==> src/rtl/lane_serializer.sv <==
module lane_serializer (
  input  logic        clk,
  input  logic        rst_n,
  input  logic [1:0]  wsel,
  input  logic        bypass,
  input  logic        polarity,
  input  logic [31:0] tx_byte,
  input  logic [7:0]  tx_aux,
  output logic        word_req,
  output logic        ser_out
);
  localparam int CHW   = 10;
  localparam int GRP   = 2 * CHW;
  localparam int LANES = 4;

  logic [4:0]     cnt;
  logic [GRP-1:0] sh, hold;
  logic [CHW-1:0] lo;
  logic           half, pol_q;
  logic [CHW-1:0] ch [LANES];

  // index of the result = position in send order
  function automatic logic [CHW-1:0] mk_char(input logic [7:0] b, input logic [1:0] a,
                                             input logic byp);
    logic [CHW-1:0] c;
    if (byp) begin
      c[0] = a[0];
      c[1] = a[1];
      for (int k = 0; k < 8; k++) c[2+k] = b[7-k];
    end else begin
      c = {a[1], a[0], b};
    end
    return c;
  endfunction

  for (genvar i = 0; i < LANES; i++) begin : g_lane
    assign ch[i] = mk_char(tx_byte[8*i +: 8], tx_aux[2*i +: 2], bypass);
  end

  wire one  = (wsel == 2'b00);
  wire quad = wsel[1];
  wire last = (cnt == 5'(GRP-1));
  wire mid  = (cnt == 5'(CHW-1));

  assign word_req = ((cnt == 5'(GRP-2)) && !(quad && half)) ||
                    (one && (cnt == 5'(CHW-2)));
  assign ser_out  = sh[0] ^ pol_q;

  always_ff @(posedge clk) begin
    if (!rst_n) begin
      cnt   <= '0;
      sh    <= '0;
      hold  <= '0;
      lo    <= '0;
      half  <= 1'b0;
      pol_q <= 1'b0;
    end else begin
      cnt <= last ? 5'd0 : cnt + 5'd1;
      if (one && mid) lo <= ch[0];
      if (last) begin
        pol_q <= polarity;
        if (one)               sh <= {ch[0], lo};
        else if (quad && half) sh <= hold;
        else                   sh <= {ch[1], ch[0]};
        if (quad && !half) hold <= {ch[3], ch[2]};
        half <= quad ? !half : 1'b0;
      end else begin
        sh <= {1'b0, sh[GRP-1:1]};
      end
    end
  end
endmodule


==> config.mk <==
export PLATFORM = sky130hd
export DESIGN_NAME = lane_serializer
export DESIGN_NICKNAME = d
export VERILOG_FILES = /design/src/rtl/lane_serializer.sv
export SDC_FILE = /design/constraint.sdc
export NUM_CORES = 1
export LEC_CHECK = 0
export CELL_PAD_IN_SITES_DETAIL_PLACEMENT = 1
export CELL_PAD_IN_SITES_GLOBAL_PLACEMENT = 2
export CORE_MARGIN = 2
export CORE_UTILIZATION = 37
export CTS_BUF_LIST = sky130_fd_sc_hd__clkbuf_8
export DETAILED_ROUTE_END_ITERATION = 12
export DONT_BUFFER_PORTS = 1
export GPL_TIMING_DRIVEN = 1
export PLACE_DENSITY_LB_ADDON = 0.1
export SYNTH_ARGS = -nofsm -noshare
export SYNTH_HDL_FRONTEND = slang
export SYNTH_SLANG_ARGS = --single-unit
==> constraint.sdc <==
create_clock -name clk -period 1.3 [get_ports clk]
set_clock_uncertainty 0.05 [all_clocks]
set_input_delay 0 -clock clk [delete_from_list [all_inputs] [get_ports clk]]
set_output_delay 0 -clock clk [all_outputs]
set_load 0.02 [all_outputs]
# After elaboration in Yosys (flattened, before gate mapping)
# Cells that the tools add are included.
# classes
n_bitwise	2
muxes	8
eq_ne	4
add_sub_neg	1
reduce_logical	12
# op_table
cell	count
$mux 10	4
$mux 20	2
$mux 19	1
$eq 5x4->1 const B	2
$eq 5x5->1 const B	2
$add 5x1->5 const B	1
$logic_and 1x1->1	5
$reduce_and 2->1	2
$logic_not 1->1	2
$logic_not 2->1	1
$reduce_or 2->1	1
$logic_or 1x1->1	1
$mux 1	1
$not 1->1	1
$xor 1x1->1	1
# totals
out_inout_bits	2
in_bits	46
word_cells	34
regBits	57

# Longest topological paths before layout
# Gate-level depths: netlist of the first run.
# depth
word_depth	4
mapped_depth	6

# Least setup slack after synthesis of the first run
# Ideal clock, no wire load.
# synth_timing
kind	flip-flop to flip-flop
startpoint	register cnt[0]
endpoint	register sh[18]
path_slack_ns	-0.169
n_path_buf	1
stages_incl_launch_ff	6
setup_time_ns	0.117
t_arrival_ns	1.302
path_cell_list	dfxtp_1 > ha_1 > and4bb_4 > and2_4 > buf_6 > a32o_2
# synth_via
elab_chain_cells	2
# synth_rtl
item	line	source
start, declared	16	logic [4:0] cnt;
start signal, assigned	58	cnt <= last ? 5'd0 : cnt + 5'd1;
$eq 5x5->1	42	wire last = (cnt == 5'(GRP-1));
$mux 19	60	if (last) begin
end signal, assigned	62	if (one) sh <= {ch[0], lo};
end signal, assigned	63	else if (quad && half) sh <= hold;
end signal, assigned	64	else sh <= {ch[1], ch[0]};
end, declared	17	logic [GRP-1:0] sh, hold;
# Every way passes these cells.
# A chain may end at the register's enable or synchronous reset.

# Worst setup path after layout of the first run
# layout_timing
startpoint	register cnt[0]
endpoint	register hold[9]
# layout_via
elab_chain_cells	2
# layout_rtl
item	line	source
$eq 5x5->1	42	
$reduce_and 2->1 (no line)	--	
end signal, assigned	65	if (quad && !half) hold <= {ch[3], ch[2]};
end, declared	17	
# Every way passes these cells.

==> flow_results.org, run 1 <==
** Routing
- Wire length after detailed routing :: about 11 mm
- Routed wire per std cell :: 21.3 um
- The detailed router placed 2781 vias in this run.
- In the routed layout, each cell is associated on average with a via count of 5.61.
- In this run the remaining antenna-violating nets after routing total 0.
- First-pass detailed-route iteration total :: 4
- First DRT Iteration DRCs :: approximately 120
- After detailed routing, the number of remaining DRC violations is 0.

** Logic synthesis
- The most common cell in the synthesized netlist is sky130_fd_sc_hd__dfxtp_1.
- Of the synthesized area, sequential elements account for 0.373.
- Dividing the synthesized area by the synthesized cell count gives 9.86 um2.
- For this run, the number of Yosys warnings is 0.
- Portion of synthesized cell area occupied by the leading cell type :: 0.373
- The most used flip-flop cell after synthesis is sky130_fd_sc_hd__dfxtp_1.
- Number of instances in the synthesized netlist :: a little over 300
- Yosys reg bits :: 57
- The cell area that synthesis handed to floorplanning was 3060 um2.
- Share of flip-flops with an asynchronous set or reset after synthesis :: 0
- Post-Synthesis Net Count :: 360
- After synthesis, the most frequently instantiated cells are 57 x sky130_fd_sc_hd__dfxtp_1, 40 x sky130_fd_sc_hd__mux2i_1, 32 x sky130_fd_sc_hd__a21oi_1, 20 x sky130_fd_sc_hd__a211oi_1, 20 x sky130_fd_sc_hd__nand3_1.
- Ranked by total cell area, the synthesized netlist is headed by sky130_fd_sc_hd__dfxtp_1 37%, sky130_fd_sc_hd__mux2i_1 13%, sky130_fd_sc_hd__a32o_1 5.9%, sky130_fd_sc_hd__a21oi_1 5.2%, sky130_fd_sc_hd__a211oi_1 4.9%.
- Count of unique library cells instantiated by Yosys :: 35
- In this run, synthesis inferred 0 flip-flops with an integrated enable.
- Area leader, netlist :: sky130_fd_sc_hd__dfxtp_1

** Timing
- For this run, the top clock speed supported by timing is 674 MHz.
- Post-layout worst setup margin :: -185 ps
- Final slew viol count :: 0
- Unrepaired setup endpoints after global routing :: true
- Final Hold Violating Endpoints :: 8
- For the pin with the worst max-slew slack, the measured transition is 511 ps.
- Measured against its own limit, the worst slew margin works out to 0.658.
- Post-route fraction of the period consumed by the critical path :: 1.14
- Clock period minus final worst setup slack :: 1480 ps
- Setup violations remaining at the end of the flow were counted as 54.
- Smallest hold slack :: -31.1 ps

** Cells and area
- The final layout contains approximately 440 nets.
- Measured on the finished design, the core utilization comes to 0.538.
- Layout cells sized above 1 :: 0.299
- Antenna Diode Count :: 0
- Fill cells in the final layout number 929.
- The sequential cells in the finished layout cover a total of 1150 um2.
- The multi-input combinational cells in the finished layout cover a total of 1880 um2.
- Layout overhead on the synthesized area :: 42.3%

** Power
- VDD sags by at most roughly 410 uV.
- For this design the ratio of total power to cell area is 970 nW/um2.
- In this run the static leakage power is 0.00160 uW.

** Worst setup path
- Worst path top cell family by delay :: simple AND/OR/NAND/NOR gates
- Max Fanout on Critical Path :: 11
- Measured in cells, the most critical reg-to-reg path has a length of 5.
- Biggest cell delay along the critical path :: 390 ps
- The worst setup path is captured at a flop.
- The setup check on the worst reg-to-reg path leaves a slack of -180 ps.
- Cell count along the critical path :: 5
- Number of buffers and inverters on the critical path :: 1
- Worst setup SP type :: flop
- CP Class :: flop to flop
- Crit path max-delay cell type :: sky130_fd_sc_hd__dfxtp_4
- Traced cell by cell, the critical path runs through ha_4, and4bb_4, and2_4, buf_12, a211oi_1.
- At the worst endpoint, the arrival time is 1640 ps.
- STA puts the critical path data required time at 1460 ps.

** Clock network
- Maximum clock insertion buffer count :: 2
- Register clock-pin slew on the reported worst setup and hold paths :: 80 ps
- The H-tree generated during clock tree synthesis spans 3 levels.
- TritonCTS built the clock tree.
- The clock reaches the later pin of the worst-skew pair after 340 ps.
- Counting the buffers created by CTS gives 9.
- The tree is rooted in a sky130_fd_sc_hd__clkbuf_8.
- Clock sink total :: 57

** Global routing
- Wire length of the first global-routing pass :: approximately 16 mm
- For this run, the total global-route usage over all layers was measured as 0.234.
- Entering global routing, the biggest net connects 41 pins.
- Number of antenna violations at the first check in global routing :: 0
- Remaining global-route overflow :: 0
- The via count of the first global-routing pass was between 2000 and 3000.

** Floorplan
- The initial utilization of the core area, before any placement, comes to 0.378.
- Die ar. :: 9010 um2
- Boundary pin count :: 48
- The die is 94.9 um tall.
- Die X :: roughly 95 um
- # rows :: 33
- Area of the core :: slightly above 8000 um2

** Placement
- Placed wire-length estimate :: 5.90 mm
- OpenSTA, run right after detailed placement, puts the worst setup slack at -130 ps.
- Input and output buffers added on the ports amount to 0.
- Gp weighted congestion :: 0.734

** Run status
- The checks that failed: negative hold slack, negative setup slack.
- The run finished, with violations left.

** Min path
- Class of the tightest hold or removal check :: input pin to flop
- The worst hold path passes through 3 cells.

** Run
- Max-cap violations in this run came to 0.
==> path summary, 6_finish.rpt <==
check                              from      end
worst max-delay path             cnt[0]  hold[9]
worst min-delay path            wsel[1]   sh[11]
worst max register to register   cnt[0]  hold[9]
worst min register to register    sh[1]    sh[0]
==> stage by stage <==
stage	area, um2	hold slack [ps]	TNS [ps]	std cells	power [uW]
2_1_floorplan	3090	75.5	-1150	310	2090
3_3_place_gp	3240	82.3	-3840	413	2180
3_5_place_dp	3240	82.8	-5180	413	2190
4_1_cts	4160	-124	-5340	487	4160
5_1_grt	4350	2.45	-9920	496	4370
6_report	4350	-31.1	-7490	496	4220
==> registers in the layout, summed over array words and instances (netlist names) <==
register,cells
cnt,5
half,1
lo,10
pol_q,1
sh,20
hold,20
==> layer usage <==
metal	part of all wire	track usage	vias to the layer above	routed length [um]
li1	-	-	1336	-
met1	0.44	0.303	1363	4700
met2	0.49	0.398	72	5200
met3	0.053	0.0367	10	558
met4	0.012	0.0725	0	129
met5	0	0	-	0
==> timing repair <==
action / CTS / global route
buffers inserted: 3 / 4
setup endpoints to repair: 54 / 55
gates cloned: 3 / 5
hold buffers: 52 / 1
pin swaps: 25 / 6
resized for setup: 40 / 18
hold endpoints to repair: 50 / 17
==> cells in the final DEF, fill, tap and decap left out, types with 2 or more instances in the layout <==
| cell type | count |
|---|---|
| sky130_fd_sc_hd__a21oi_1 | 21 |
| sky130_fd_sc_hd__nand2_1 | 10 |
| sky130_fd_sc_hd__a211oi_1 | 8 |
| sky130_fd_sc_hd__xor2_1 | 2 |
| sky130_fd_sc_hd__a22o_1 | 2 |
| sky130_fd_sc_hd__a21oi_4 | 4 |
| sky130_fd_sc_hd__dlygate4sd3_1 | 53 |
| sky130_fd_sc_hd__and2_4 | 7 |
| sky130_fd_sc_hd__buf_12 | 3 |
| sky130_fd_sc_hd__dfxtp_1 | 53 |
| sky130_fd_sc_hd__dfxtp_4 | 3 |
| sky130_fd_sc_hd__a32o_1 | 18 |
| sky130_fd_sc_hd__mux2i_1 | 40 |
| sky130_fd_sc_hd__buf_6 | 9 |
| sky130_fd_sc_hd__inv_1 | 2 |
| sky130_fd_sc_hd__buf_4 | 28 |
| sky130_fd_sc_hd__nor2_1 | 4 |
| sky130_fd_sc_hd__nor2b_1 | 2 |
| sky130_fd_sc_hd__clkbuf_8 | 12 |
| sky130_fd_sc_hd__clkinvlp_4 | 2 |
| sky130_fd_sc_hd__o211ai_1 | 19 |
| sky130_fd_sc_hd__a211oi_2 | 23 |
| sky130_fd_sc_hd__clkbuf_16 | 2 |
| sky130_fd_sc_hd__a21oi_2 | 7 |
| sky130_fd_sc_hd__nand3_1 | 20 |
| sky130_fd_sc_hd__and3b_1 | 2 |
| sky130_fd_sc_hd__or3_1 | 10 |
| sky130_fd_sc_hd__ha_4 | 3 |
==> tightest hold or removal path, stage by stage <==
cell and delay [ps]:
sky130_fd_sc_hd__nand3_1 60, sky130_fd_sc_hd__o211ai_1 90, sky130_fd_sc_hd__a32o_1 160
==> kinds of logic (layout without fill, tap and decap cells) <==
group / count (synthesis) / after routing / share of synthesized area
AOI/OAI and AO/OA: 106 / 106 / 0.267
and+or+nand+nor: 63 / 66 / 0.122
DFF: 57 / 57 / 0.373
muxes: 40 / 40 / 0.131
buffers and inverters: 37 / 115 / 0.0814
adders and majority gates: 4 / 4 / 0.0164
xor gates and xnor gates: 3 / 3 / 0.00859
==> final cells by class <==
cell class                      count  area share
Inverter                            4     0.00403
Clock inverter                      4      0.0115
Timing Repair Buffer               95       0.219
Tap cell                          105      0.0302
Sequential cell                    57       0.265
Multi-Input combinational cell    219       0.432
Clock buffer                       12      0.0380
==> where the power goes <==
| part | switching, uW | internal, uW |
|---|---|---|
| Clock | 778 | 1040 |
| Combinational | 301 | 340 |
| Sequential | 11.5 | 1750 |
Power figures use the tool's default switching activity.
==> inputs of run 2 (changes only) <==
--- a/config.mk
+++ b/config.mk
@@ -13,6 +13,7 @@
 export DETAILED_ROUTE_END_ITERATION = 12
 export DONT_BUFFER_PORTS = 1
 export GPL_TIMING_DRIVEN = 1
+export MAX_ROUTING_LAYER = met4
 export PLACE_DENSITY_LB_ADDON = 0.1
 export SYNTH_ARGS = -nofsm -noshare
 export SYNTH_HDL_FRONTEND = slang
==> run 2 against run 1 <==
  * Sequential power about the same
  * The flow still finishes with violations (negative hold slack, negative setup slack)
  * Largest power group unchanged
  * Critical path depth unchanged
  * Sequential share of layout area rose by 0.57 points
  * Sequential cell count did not move
  * Worst hold slack got worse by 1.8 ps
  * Non-clock buffer count is 5 lower
  * First-iteration DRC count down 12%
  * Global-route usage up 0.78 points
  * Design area down 2.1%
  * Combinational power shrank 5.0%
  * Register-to-register slack barely moved
==> flow_results.org, run 2 (synthesis results as in run 1) <==
** Run status
- The run finished, with violations left.
- Violated checks :: negative hold slack, negative setup slack

** Cells and area
- Area occupied by multi-input gates :: between 1500 and 2000 um2
- The final layout contains 430 nets.
- The area growth from synthesis to layout is 39.3%.
- After filler insertion, the fill cell instance count of the layout stands at 915.
- For this run, the share of the core covered by cells in the final layout is 0.526.
- Summing all flip-flop and latch instances after layout gives 1150 um2.
- 0 antenna diodes ended up in the layout.
- Largest registers :: hold (20), sh (20), lo (10)
- Top library cells by usage in the layout, fill and taps aside :: 53 x sky130_fd_sc_hd__dfxtp_1, 53 x sky130_fd_sc_hd__dlygate4sd3_1, 40 x sky130_fd_sc_hd__mux2i_1
- Layout cells sized above 1 :: 0.275
- Final Instance Count excl. Fillers :: 490

** Placement
- Routability-driven placement finished with a final weighted congestion of between 0.7 and 0.8.
- Placed cells :: 413
- Timing analysis after detailed placement gives a worst setup slack of -130 ps.
- Once detailed placement completed, the half-perimeter wirelength came to 5.90 mm.
- I/O Buffers :: 0

** Routing
- Once detail routing completed, the nets flagged for antenna violations numbered 0.
- In the routed layout, each cell is associated on average with a via count of 5.63.
- The first routing iteration left around 110 violations.
- Drc violations :: 0
- The detailed router placed 2760 vias in this run.
- Routed wire per std cell :: 20.8 um
- Wire length after detailed routing :: 10.2 mm
- First-pass detailed-route iteration total :: 4

** Worst setup path
- Among all stages on the critical path, the largest delay is contributed by sky130_fd_sc_hd__dfxtp_4.
- CP Class :: flop to flop
- Worst setup SP type :: flop
- Data arrives at the worst endpoint at 1650 ps.
- Required @ worst endpoint :: 1470 ps
- In this design, the largest share of critical-path delay is due to simple AND/OR/NAND/NOR gates.
- Walking the worst path, the cells encountered are ha_4, and4bb_4, and2_4, clkbuf_16, a211oi_1.
- Kind of end point of the critical path :: flop
- Of all nets on the critical path, the largest fanout is 10.
- Number of buffers and inverters on the critical path :: 1
- For this run, the slowest stage of the critical path takes 380 ps.

** Power
- Max IR drop VDD :: between 400 and 500 uV
- For this design the ratio of total power to cell area is 984 nW/um2.
- In this run the static leakage power is 0.00156 uW.

** Timing
- Final Hold Violating Endpoints :: 10
- Post-route fraction of the period consumed by the critical path :: 1.14
- Slew @ Worst Pin :: 482 ps
- Clock period minus final worst setup slack :: around 1500 ps
- Setup repair after global routing could not meet its margin everywhere.
- Post-layout worst setup margin :: -181 ps
- Final slew viol count :: 0
- Headroom to the max-slew limit came out at 0.678.
- For this run, the top clock speed supported by timing is 675 MHz.
- Smallest hold slack :: -32.9 ps
- Setup violations remaining at the end of the flow were counted as 54.

** Clock network
- Counting every sink on the clock net gives 57.
- Clock-pin slew was measured on the worst setup and hold paths at 70 ps.
- In this run, CTS created clock tree buffers numbering 9.
- Maximum clock insertion buffer count :: 2
- Number of H-tree levels :: 3
- At the later pin of the worst-skew pair, clock insertion delay measures around 340 ps.
- TritonCTS built the clock tree.
- The tree is rooted in a sky130_fd_sc_hd__clkbuf_8.

** Min path
- In this run the worst hold path is classified as input pin to flop.

** Floorplan
- The floorplan has 33 rows.
- Pin placement for this block handled 48 I/O pins.
- The initial utilization of the core area, before any placement, comes to 0.378.
- Area of the core :: 8090 um2
- Die Ht :: between 90 and 100 um
- Die ar. :: 9010 um2
- Die X :: about 95 um

** Global routing
- Summed over all layers, the global routing overflow is 0.
- Number of antenna violations at the first check in global routing :: 0
- The via count of the first global-routing pass came to just under 3000.
- The first global-routing pass estimated 15.7 mm of wire.
- For this run, the total global-route usage over all layers was measured as 0.241.
- Pin count of the biggest net entering global routing :: 41

** Run
- Max cap viols :: 0
## run 2: area by class of cell
class,instances,share of cell area
timing repair buffer,90,0.210
clock buffer,12,0.0388
inverter,4,0.00411
multi-input combinational,218,0.433
tap,105,0.0308
clock inverter,4,0.0118
sequential,57,0.271
## run 2: layer usage
layer	GRT usage	up-vias	wire, um
met5	-	-	0
met4	0.0725	0	145
met3	0.0359	15	390
met2	0.397	56	5050
met1	0.308	1361	4590
li1	-	1328	-
## run 2: worst register-to-register path, delay by kind of cell (launching register included)
| kind | cells | cell delay, ps |
|---|---|---|
| AO/OA/AOI/OAI | 1 | 70 |
| adder cells (fa/ha/maj) | 1 | 130 |
| AND/OR/NAND/NOR | 2 | 550 |
| flip-flops | 1 | 380 |
| buffers and inverters | 1 | 180 |
## run 2: path summary, 6_finish.rpt
check / depth (start not counted) / slack, ps / start / end
max: 5 / -180 / cnt[0] / hold[16]
min: 3 / -30 / wsel[1] / sh[11]
min reg2reg: 1 / 390 / sh[1] / sh[0]
max reg2reg: 5 / -180 / cnt[0] / hold[16]
## run 2: repair_timing
item / in CTS / in global routing
gates resized for setup: 40 / 8
hold endpoints to repair: 50 / 19
hold buffers: 52 / 1
endpoints found under the setup margin: 54 / 55
gates cloned: 3 / 2
pin swaps: 25 / 0
setup buffers: 3 / 0
## run 2: report_power, final
part	internal, uW	switching, uW	leakage (uW)	total [uW]
clock	1040	779	0.000105	1820
combinational	323	286	0.000993	609
sequential	1750	10.5	0.000462	1760
total	3110	1080	0.00156	4190
## run 2: through the flow
stage               instance area, um2  TNS (ps)  total power, uW
CTS                               4160     -5340             4160
global route                      4260     -9790             4350
floorplan                         3090     -1150             2090
global placement                  3240     -3840             2180
detailed placement                3240     -5180             2190
finish                            4260     -7640             4190
